[config.mk]
export PLATFORM = sky130hd
export DESIGN_NAME = tdm_fsync_gen
export DESIGN_NICKNAME = d
export VERILOG_FILES = /design/src/rtl/tdm_fsync_pkg.sv /design/src/rtl/tdm_fsync_cfgchk.sv /design/src/rtl/tdm_fsync_edge.sv /design/src/rtl/tdm_fsync_core.sv /design/src/rtl/tdm_fsync_gen.sv
export SDC_FILE = /design/constraint.sdc
export NUM_CORES = 1
export LEC_CHECK = 0
export CORE_UTILIZATION = 45
export CTS_CLUSTER_SIZE = 28
export DETAILED_ROUTE_END_ITERATION = 16
export GPL_TIMING_DRIVEN = 0
export HOLD_SLACK_MARGIN = 0.1
export PLACE_DENSITY = 0.79
export SLEW_MARGIN = 30
export SYNTH_ARGS = -nofsm -noshare
export SYNTH_HDL_FRONTEND = slang
export SYNTH_SLANG_ARGS = --single-unit
[constraint.sdc]
create_clock -name clk -period 4.35 [get_ports clk]
set_clock_uncertainty 0.05 [all_clocks]
set_input_delay 0.435 -clock clk [delete_from_list [all_inputs] [get_ports clk]]
set_output_delay 0.435 -clock clk [all_outputs]
set_load 0.02 [all_outputs]
[src/rtl/tdm_fsync_pkg.sv]
package tdm_fsync_pkg;
  typedef enum logic {ROLE_MASTER = 1'b0, ROLE_SLAVE = 1'b1} role_e;
  typedef enum logic {SYNC_SHORT = 1'b0, SYNC_LONG = 1'b1} sync_e;
endpackage

[src/rtl/tdm_fsync_cfgchk.sv]
module tdm_fsync_cfgchk #(
  parameter int DIV_W  = 10,
  parameter int SLEN_W = 6,
  parameter int SCNT_W = 4
) (
  input  logic [DIV_W-1:0]  frame_div,
  input  logic [SLEN_W-1:0] slot_len,
  input  logic [SCNT_W-1:0] slot_cnt,
  input  logic              long_sync,
  output logic              cfg_ok
);
  localparam int PW = SLEN_W + SCNT_W;
  localparam int CW = (PW > DIV_W + 1) ? PW : DIV_W + 1;

  logic [CW-1:0] period, need, len_w;

  always_comb begin
    period = CW'(frame_div) + CW'(1);
    len_w  = CW'(slot_len);
    need   = len_w * CW'(slot_cnt);
    cfg_ok = (slot_len != '0) && (slot_cnt != '0) && (period >= need) &&
             !(long_sync && (slot_cnt == SCNT_W'(1)) && (period <= len_w));
  end
endmodule

[src/rtl/tdm_fsync_edge.sv]
module tdm_fsync_edge (
  input  logic clk,
  input  logic rst,
  input  logic tick,
  input  logic ext_sync,
  output logic sync_rise
);
  logic prev_q;

  always_ff @(posedge clk) begin
    if (rst)       prev_q <= 1'b0;
    else if (tick) prev_q <= ext_sync;
  end

  assign sync_rise = tick && ext_sync && !prev_q;
endmodule

[src/rtl/tdm_fsync_core.sv]
module tdm_fsync_core #(
  parameter int DIV_W  = 10,
  parameter int SLEN_W = 6,
  parameter int SCNT_W = 4
) (
  input  logic              clk,
  input  logic              rst,
  input  logic              run,
  input  logic              tick,
  input  logic              slave,
  input  logic              long_sync,
  input  logic              early,
  input  logic              sync_rise,
  input  logic [DIV_W-1:0]  frame_div,
  input  logic [SLEN_W-1:0] slot_len,
  input  logic [SCNT_W-1:0] slot_cnt,
  output logic              fsync,
  output logic              slot_start,
  output logic              frame_start,
  output logic [SCNT_W-1:0] slot_idx
);
  localparam int CW = (DIV_W > SLEN_W) ? DIV_W : SLEN_W;

  logic [DIV_W-1:0]  pos_q, cur_pos;
  logic [SLEN_W-1:0] bis_q, cur_bis;
  logic [SCNT_W-1:0] slot_q, cur_slot;
  logic locked_q, restart, active, frame_end, slot_end, in_slots, fs_val;

  always_comb begin
    restart   = slave && sync_rise;
    active    = tick && (!slave || locked_q || sync_rise);
    cur_pos   = restart ? '0 : pos_q;
    cur_bis   = restart ? '0 : bis_q;
    cur_slot  = restart ? '0 : slot_q;
    frame_end = (cur_pos == frame_div);
    slot_end  = (cur_bis == slot_len - 1'b1);
    in_slots  = (cur_slot < slot_cnt);
    if (long_sync)  fs_val = CW'(cur_pos) < CW'(slot_len);
    else if (early) fs_val = frame_end;
    else            fs_val = (cur_pos == '0);
  end

  always_ff @(posedge clk) begin
    if (rst || !run) begin
      pos_q <= '0; bis_q <= '0; slot_q <= '0; locked_q <= 1'b0;
      fsync <= 1'b0; slot_start <= 1'b0; frame_start <= 1'b0; slot_idx <= '0;
    end else begin
      slot_start  <= 1'b0;
      frame_start <= 1'b0;
      if (slave)       fsync <= 1'b0;
      else if (active) fsync <= fs_val;
      if (active) begin
        frame_start <= (cur_pos == '0);
        if (cur_bis == '0 && in_slots) begin
          slot_start <= 1'b1;
          slot_idx   <= cur_slot;
        end
        if (frame_end) begin
          pos_q <= '0; bis_q <= '0; slot_q <= '0;
        end else begin
          pos_q <= cur_pos + 1'b1;
          if (slot_end) begin
            bis_q  <= '0;
            slot_q <= in_slots ? cur_slot + 1'b1 : cur_slot;
          end else begin
            bis_q  <= cur_bis + 1'b1;
            slot_q <= cur_slot;
          end
        end
        if (slave) locked_q <= 1'b1;
      end
    end
  end


  strobe_after_tick_chk: assert property (@(posedge clk) disable iff (rst)
    (slot_start || frame_start) |-> $past(tick));

  frame_has_slot_chk: assert property (@(posedge clk) disable iff (rst)
    frame_start |-> slot_start && slot_idx == '0);

  slave_quiet_chk: assert property (@(posedge clk) disable iff (rst)
    slave |=> !fsync);

  late_pulse_chk: assert property (@(posedge clk) disable iff (rst)
    frame_start && $past(!long_sync && !early && !slave) |-> fsync);
endmodule

[src/rtl/tdm_fsync_gen.sv]
module tdm_fsync_gen
  import tdm_fsync_pkg::*;
#(
  parameter int DIV_W  = 10,
  parameter int SLEN_W = 6,
  parameter int SCNT_W = 4
) (
  input  logic              clk,
  input  logic              rst,
  input  logic              bclk_tick,
  input  logic              enable,
  input  logic              slave_mode,
  input  logic              long_sync,
  input  logic              early_sync,
  input  logic [DIV_W-1:0]  frame_div,
  input  logic [SLEN_W-1:0] slot_len,
  input  logic [SCNT_W-1:0] slot_cnt,
  input  logic              ext_sync,
  output logic              fsync_out,
  output logic              slot_start,
  output logic [SCNT_W-1:0] slot_idx,
  output logic              frame_start,
  output logic              cfg_err
);
  role_e role;
  sync_e smode;
  logic  cfg_ok, sync_rise, run;

  assign role  = role_e'(slave_mode);
  assign smode = sync_e'(long_sync);

  tdm_fsync_cfgchk #(.DIV_W(DIV_W), .SLEN_W(SLEN_W), .SCNT_W(SCNT_W)) u_chk (
    .frame_div(frame_div), .slot_len(slot_len), .slot_cnt(slot_cnt),
    .long_sync(smode == SYNC_LONG), .cfg_ok(cfg_ok));

  tdm_fsync_edge u_edge (
    .clk(clk), .rst(rst), .tick(bclk_tick), .ext_sync(ext_sync), .sync_rise(sync_rise));

  always_ff @(posedge clk) begin
    if (rst)                      cfg_err <= 1'b0;
    else if (enable && !cfg_ok)   cfg_err <= 1'b1;
  end

  assign run = enable && !cfg_err && cfg_ok;

  tdm_fsync_core #(.DIV_W(DIV_W), .SLEN_W(SLEN_W), .SCNT_W(SCNT_W)) u_core (
    .clk(clk), .rst(rst), .run(run), .tick(bclk_tick),
    .slave(role == ROLE_SLAVE), .long_sync(smode == SYNC_LONG), .early(early_sync),
    .sync_rise(sync_rise), .frame_div(frame_div), .slot_len(slot_len), .slot_cnt(slot_cnt),
    .fsync(fsync_out), .slot_start(slot_start), .frame_start(frame_start), .slot_idx(slot_idx));


  err_sticky_chk: assert property (@(posedge clk) disable iff (rst)
    cfg_err |=> cfg_err);

  err_quiet_chk: assert property (@(posedge clk) disable iff (rst)
    cfg_err |-> !fsync_out && !slot_start && !frame_start);

  disable_quiet_chk: assert property (@(posedge clk) disable iff (rst)
    !enable |=> !fsync_out && !slot_start && !frame_start && slot_idx == '0);
endmodule

# --- Yosys cells after proc, flatten, opt, wreduce, memory -nomap -nowiden ---
# Cells that the tools add are included.
totals:
  wordCells: 66
  register_bits: 30
  inputBits: 28
  output_inout_bits: 8
op_classes:
  n_eq_ne: 3
  n_addsub: 5
  mux: 12
  reduce_logical: 30
  order_cmp: 4
  bitwise_logic: 1
  multipliers: 1
op_table:
  columns: ["operator", "n"]
  rows:
  - ["$mux 10", 2]
  - ["$mux 6", 3]
  - ["$mux 4", 4]
  - ["$logic_and 1x1->1", 13]
  - ["$add 10x1->11 const B", 1]
  - ["$ge 11x10->1", 1]
  - ["$le 11x6->1", 1]
  - ["$add 10x1->10 const B", 1]
  - ["$eq 10x10->1", 1]
  - ["$logic_not 10->1", 1]
  - ["$lt 10x6->1", 1]
  - ["$mul 6x4->10", 1]
  - ["$add 6x1->6 const B", 1]
  - ["$eq 6x6->1", 1]
  - ["$logic_not 1->1", 6]
  - ["$logic_not 6->1", 1]
  - ["$reduce_bool 6->1", 1]
  - ["$sub 6x1->6 const B", 1]
  - ["$add 4x1->4 const B", 1]
  - ["$eq 4x1->1 const B", 1]
  - ["$lt 4x4->1", 1]
  - ["$reduce_and 2->1", 2]
  - ["$reduce_bool 4->1", 1]
  - ["$reduce_or 2->1", 2]
  - ["other kinds (3)", 7]

# --- Longest topological paths before layout ---
logic_depth:
  ltp_word: 9
  ltp_mapped: 23
  ltp_nobuf: 20

# --- Cells and area by module ---
# A second synthesis with hierarchy kept.
unflattened:
  hier_cells: 472
  area_unflattened_um2: 3611.0
modules_own_cells:
  columns: ["mod", "seq_area_each_um2", "cells_per_inst", "area_each_um2", "instances"]
  rows:
  - ["tdm_fsync_core", 560.5, 299, 2259.7, 1]
  - ["tdm_fsync_cfgchk", 0.0, 163, 1262.5, 1]
  - ["tdm_fsync_gen", 20.0, 5, 46.3, 1]
  - ["tdm_fsync_edge", 20.0, 5, 42.5, 1]

# --- Worst setup path before layout ---
# Ideal clock, no wire load.
synth_timing:
  path_kind: "in2reg"
  start: "in slot_len[2]"
  end: "reg u_core.slot_q[2]"
  path_stages: 21
  required_ns: 4.226
  path_buffers: 3
  t_arrival_ns: 4.241
  setup_time_ns: 0.074
  setup_slack_ns: -0.015
  cell_sequence: "buf_2 > inv_1 > nor2_1 > fa_1 > fa_1 > ha_1 > a21o_1 > a21oi_1 > o21bai_1 > a21oi_1 > o21bai_1 > a21oi_1 > xor2_1 > ha_1 > a21oi_1 > nand2_1 > a41oi_1 > or3_1 > buf_6 > buf_6 > a31oi_1"
synth_between:
  elab_chain_len: 7
  word_cells_on_any_way: 16
  cone_classes: "add/sub (1); mul (1); order compare (2); eq/ne (1); mux (2); reduce/logical (9)"
synth_lines:
  columns: ["item", "line_no", "rtl"]
  rows:
  - ["start: declaration", "tdm_fsync_gen.sv:16", "input logic [SLEN_W-1:0] slot_len,"]
  - ["$mul 6x4->10, or another cell as far along", "tdm_fsync_cfgchk.sv:20", "need = len_w * CW'(slot_cnt);"]
  - ["$ge 11x10->1, or another cell as far along", "tdm_fsync_cfgchk.sv:21", "cfg_ok = (slot_len != '0) && (slot_cnt != '0) && (period >= need) &&"]
  - ["$logic_and 1x1->1 or $logic_not 1->1 (tied branches)", "tdm_fsync_cfgchk.sv:21, tdm_fsync_cfgchk.sv:22", null]
  - ["$logic_and 1x1->1", "tdm_fsync_cfgchk.sv:21", null]
  - ["$logic_and 1x1->1", "tdm_fsync_gen.sv:44", "assign run = enable && !cfg_err && cfg_ok;"]
  - ["$logic_not 1->1", "tdm_fsync_core.sv:44", "if (rst || !run) begin"]
  - ["$logic_or 1x1->1", "tdm_fsync_core.sv:44", null]
  - ["end signal: assignment", "tdm_fsync_core.sv:64", "slot_q <= in_slots ? cur_slot + 1'b1 : cur_slot;"]
  - ["end signal: assignment", "tdm_fsync_core.sv:67", "slot_q <= cur_slot;"]
  - ["end: declaration", "tdm_fsync_core.sv:26", "logic [SCNT_W-1:0] slot_q, cur_slot;"]
# Parallel ways exist; a longest one is shown, timed or not.
# A chain may end at the register's enable or synchronous reset.

# --- Worst setup path after layout ---
layout_timing:
  start: "in slot_cnt[3]"
  end: "reg u_core.pos_q[2]"
layout_between:
  elab_chain_len: 8
  word_cells_on_any_way: 13
  cone_classes: "mul (1); order compare (1); eq/ne (1); reduce/logical (10)"
layout_lines:
  columns: ["item", "line_no", "rtl"]
  rows:
  - ["start: declaration", "tdm_fsync_gen.sv:17", "input logic [SCNT_W-1:0] slot_cnt,"]
  - ["branches (longest 4 deep; another with $ge 11x10->1)", null, null]
  - ["$logic_and 1x1->1 (*)", "tdm_fsync_cfgchk.sv:21", null]
  - ["$logic_and 1x1->1 (*)", "tdm_fsync_gen.sv:44", null]
  - ["$logic_not 1->1 (*)", "tdm_fsync_core.sv:44", null]
  - ["$logic_or 1x1->1 (*)", "tdm_fsync_core.sv:44", null]
  - ["end signal: assignment", "tdm_fsync_core.sv:61", "pos_q <= cur_pos + 1'b1;"]
  - ["end: declaration", "tdm_fsync_core.sv:24", "logic [DIV_W-1:0] pos_q, cur_pos;"]
# Every way passes the cells marked *.

==> results_dict.tcl <==
set metrics [dict create \
    drt_wl_total_um 10600 \
    vias_per_cell 6.00 \
    period_share_pct 97.1 \
    grt_max_degree 12 \
    layout_setup_ws_ns 0.127 \
    path_max_fanout 7 \
    hold_violations 0 \
    power_switching_w 0.000361 \
    power.leakage_nw 1.91 \
    die_h_um 91.2 \
    wire_per_inst_um 16.9 \
    worstPathRequired_ns 4.48 \
    yosysTopAreaCellShare_pct 16.8 \
    rows 32 \
    start_util_pct 46.3 \
    dieArea_um2 8310 \
    hold_path.class "reg2reg" \
    worst-setup-path-type "in2reg" \
    num_vias 3753 \
    dp_cells 585 \
    coreArea_um2 7730 \
    clkPwrFrac_pct 28.4 \
    timing.fmax_mhz 237 \
    layout-drive-gt1-share_pct 24.1 \
    rsz0062_at_grt "true" \
    netlist_area_um2 3580 \
    cts_sinks 30 \
    yosysUniqueCellTypes 73 \
    synthArstFlopShare_pct 0 \
    end_kind "register" \
    clockRootBuffer "clkbuf_8" \
    fin_cells 625 \
    drtIter0Drc 213 \
    synth_compound_area_share_pct 23.0 \
    hpwl_um 7410 \
    cts.clk_slew.worst_paths_ns 0.07 \
    yosysSeqAreaShare_pct 16.8 \
    grt_first_pass_wirelength_um 16600 \
    synth-edff-count 0 \
    drc 0 \
    clk_latency_ns 0.30 \
    htreeDepth 2 \
    ir_drop_mv 0.220 \
    postSynthAreaPerCell_um2 7.93 \
    die_w_um 91.2 \
    synth.area.top_cells "dfxtp_1 (17%), ha_1 (16%), nor2_1 (5.0%), fa_1 (4.5%), inv_1 (4.1%)" \
    cts_buffers 5 \
    antenna_left 0 \
    drv_slew 0 \
    max_slew.worst_pin.slew_ns 0.695 \
    yosysMostFrequentCell "nor2_1" \
    place.port_buffers 32 \
    overflow 0 \
    worst_hold_slack_ns 0.415 \
    n_antenna_cell 0 \
    arrival_ns 4.35 \
    synth.area.mux_share_pct 1.40 \
    p_int_w 0.000660 \
    synth_commonest_cells "nor2_1 (48), ha_1 (45), inv_1 (39), nand2_1 (37), dfxtp_1 (30)" \
    relSlewSlack_pct 53.4 \
    antenna_found_initial 0 \
    grt_util_all_layers_pct 24.8 \
    p_comb_share_pct 44.0 \
    maxCapViolations 0 \
    clock_path_buffers 2 \
    pwr-share-seq_pct 27.6 \
    yosys.area_share.simple_pct 24.9 \
    synth_xor_area_share_pct 5.60 \
    grt_pass1_vias 3578 \
    synth_seq_cells 30 \
    period_minus_slack_ns 4.22 \
    start_kind "input pin" \
    io_pins 36 \
    p_per_area_nw_per_um2 220 \
    ys_dominant_reg_cell "dfxtp_1" \
    synth_top_family_by_area "simple AND/OR/NAND/NOR gates" \
    area_delta_synth_final_pct 29.6 \
    gp_congestion 0.894 \
    synthAdderAreaFrac_pct 20.2 \
    regToRegSetupSlack_ns 1.10 \
    first_pass_iters 5 \
    p_sw_share_pct 35.4 \
    status "finished clean" \
    total_power_w 0.00102 \
    finalSetupViolCount 0 \
    tritoncts "built" \
    dpl_worst_slack_ns -1.07 \
    fin_nets 603 \
    yosys.area.top_type "dfxtp_1" \
    yosys_warnings 0 \
    synthCells 451 \
    synth.net_count 532 \
]
-- metal layers --
layer / GRT usage (%) / part of all wire [%]
met1: 30.4 / 43
met2: 43.1 / 49
met3: 3.18 / 5.3
met4: 11.5 / 3.2
met5: 0 / 0
-- cell type report --
class,count,area (um^2)
Fill cell,649,3090
Multi-Input combinational cell,358,2890
Sequential cell,30,601
Timing Repair Buffer,66,597
Inverter,40,166
Buffer,21,146
Tap cell,102,128
Clock buffer,5,68.8
Clock inverter,3,45.0
-- metrics by stage --
step	area (um^2)	util [%]	setup TNS (ns)
2_1_floorplan	3580	-	0
3_3_place_gp	4030	52.1	-25.90
3_5_place_dp	4030	52.1	-29.20
4_1_cts	4400	57.0	0
5_1_grt	4640	60.0	-1.57
6_report	4640	60.0	0
-- state kept, by name (all words and copies together) (netlist names) --
register,cells
u_core.slot_idx,4
u_core.locked_q,1
u_core.frame_start,1
cfg_err,1
u_core.slot_q,4
u_core.bis_q,6
u_core.fsync,1
u_core.slot_start,1
u_edge.prev_q,1
u_core.pos_q,10
-- worst paths after layout --
kind	from	end	cells after the start
max	slot_cnt[3]	u_core.pos_q[2]	21
min	cfg_err	cfg_err	2
max reg2reg	u_edge.prev_q	u_core.slot_idx[3]	11
min reg2reg	cfg_err	cfg_err	2
-- layout by cell type, fill, tap and decap left out, types with 4 or more instances in the layout --
| cell type | Yosys | routed |
|---|---|---|
| a21o_1 | 7 | 7 |
| a21oi_1 | 25 | 18 |
| a21oi_2 | 2 | 8 |
| a22oi_1 | 4 | 4 |
| a31oi_1 | 9 | 6 |
| and2_1 | 10 | 10 |
| and3_1 | 9 | 9 |
| and4_1 | 4 | 4 |
| buf_2 | 10 | 8 |
| buf_4 | 1 | 32 |
| buf_6 | 5 | 4 |
| clkbuf_1 | 6 | 6 |
| clkbuf_2 | 0 | 5 |
| clkbuf_8 | 0 | 5 |
| clkdlybuf4s50_1 | 0 | 24 |
| dfxtp_1 | 30 | 30 |
| fa_1 | 8 | 7 |
| ha_1 | 45 | 43 |
| inv_1 | 39 | 28 |
| inv_2 | 1 | 7 |
| mux2i_1 | 5 | 5 |
| nand2_1 | 37 | 37 |
| nand2b_1 | 4 | 4 |
| nand3_1 | 13 | 13 |
| nand4_1 | 10 | 10 |
| nor2_1 | 48 | 30 |
| nor2_2 | 0 | 12 |
| nor2_4 | 1 | 7 |
| nor3_1 | 7 | 6 |
| nor4bb_1 | 5 | 5 |
| o211ai_1 | 4 | 4 |
| o21ai_0 | 7 | 7 |
| o21ai_1 | 4 | 4 |
| o21bai_1 | 4 | 4 |
| o31ai_1 | 4 | 4 |
| o32ai_1 | 4 | 4 |
| xnor2_1 | 16 | 16 |
| xor2_1 | 5 | 5 |
-- cell families (layout without fill, tap and decap cells) --
logic type | Yosys count | after routing
simple gates | 169 | 169
compound gates | 109 | 109
flops | 30 | 30
xor+xnor | 22 | 22
buf+inv | 63 | 135
mux | 5 | 5
fa+ha+maj | 53 | 53
-- worst max-delay path, stage by stage --
cell and delay [ns]:
clkbuf_2 0.11, inv_4 0.11, nor2_4 0.04, fa_1 0.55
fa_1 0.47, fa_2 0.45, a21oi_4 0.17, nor2_2 0.05
nor2_2 0.10, o21bai_1 0.09, a21oi_1 0.17, xor2_1 0.20
ha_1 0.28, a21o_1 0.20, a21oi_2 0.14, nand2_1 0.07
a41oi_2 0.20, or3_4 0.18, buf_12 0.13, buf_8 0.14
nor2_4 0.04
-- power by group through the flow --
stage / Sequential [W] / Clock (W) / Combinational [W]
floorplan: 0.000290 / 0 / 0.000231
global placement: 0.000288 / 0 / 0.000321
detailed placement: 0.000288 / 0 / 0.000339
CTS: 0.000282 / 0.000294 / 0.000397
global route: 0.000282 / 0.000304 / 0.000488
finish: 0.000282 / 0.000290 / 0.000449
-- what timing repair did --
| action | in CTS | in global routing |
|---|---|---|
| setup endpoints to repair | 29 | 29 |
| pin swaps | 24 | 31 |
| cloned | 2 | 1 |
| resized for setup | 43 | 60 |
| hold buffers | 0 | 0 |
| buffers inserted | 20 | 12 |
No activity file was read; power rests on OpenSTA's default activity.
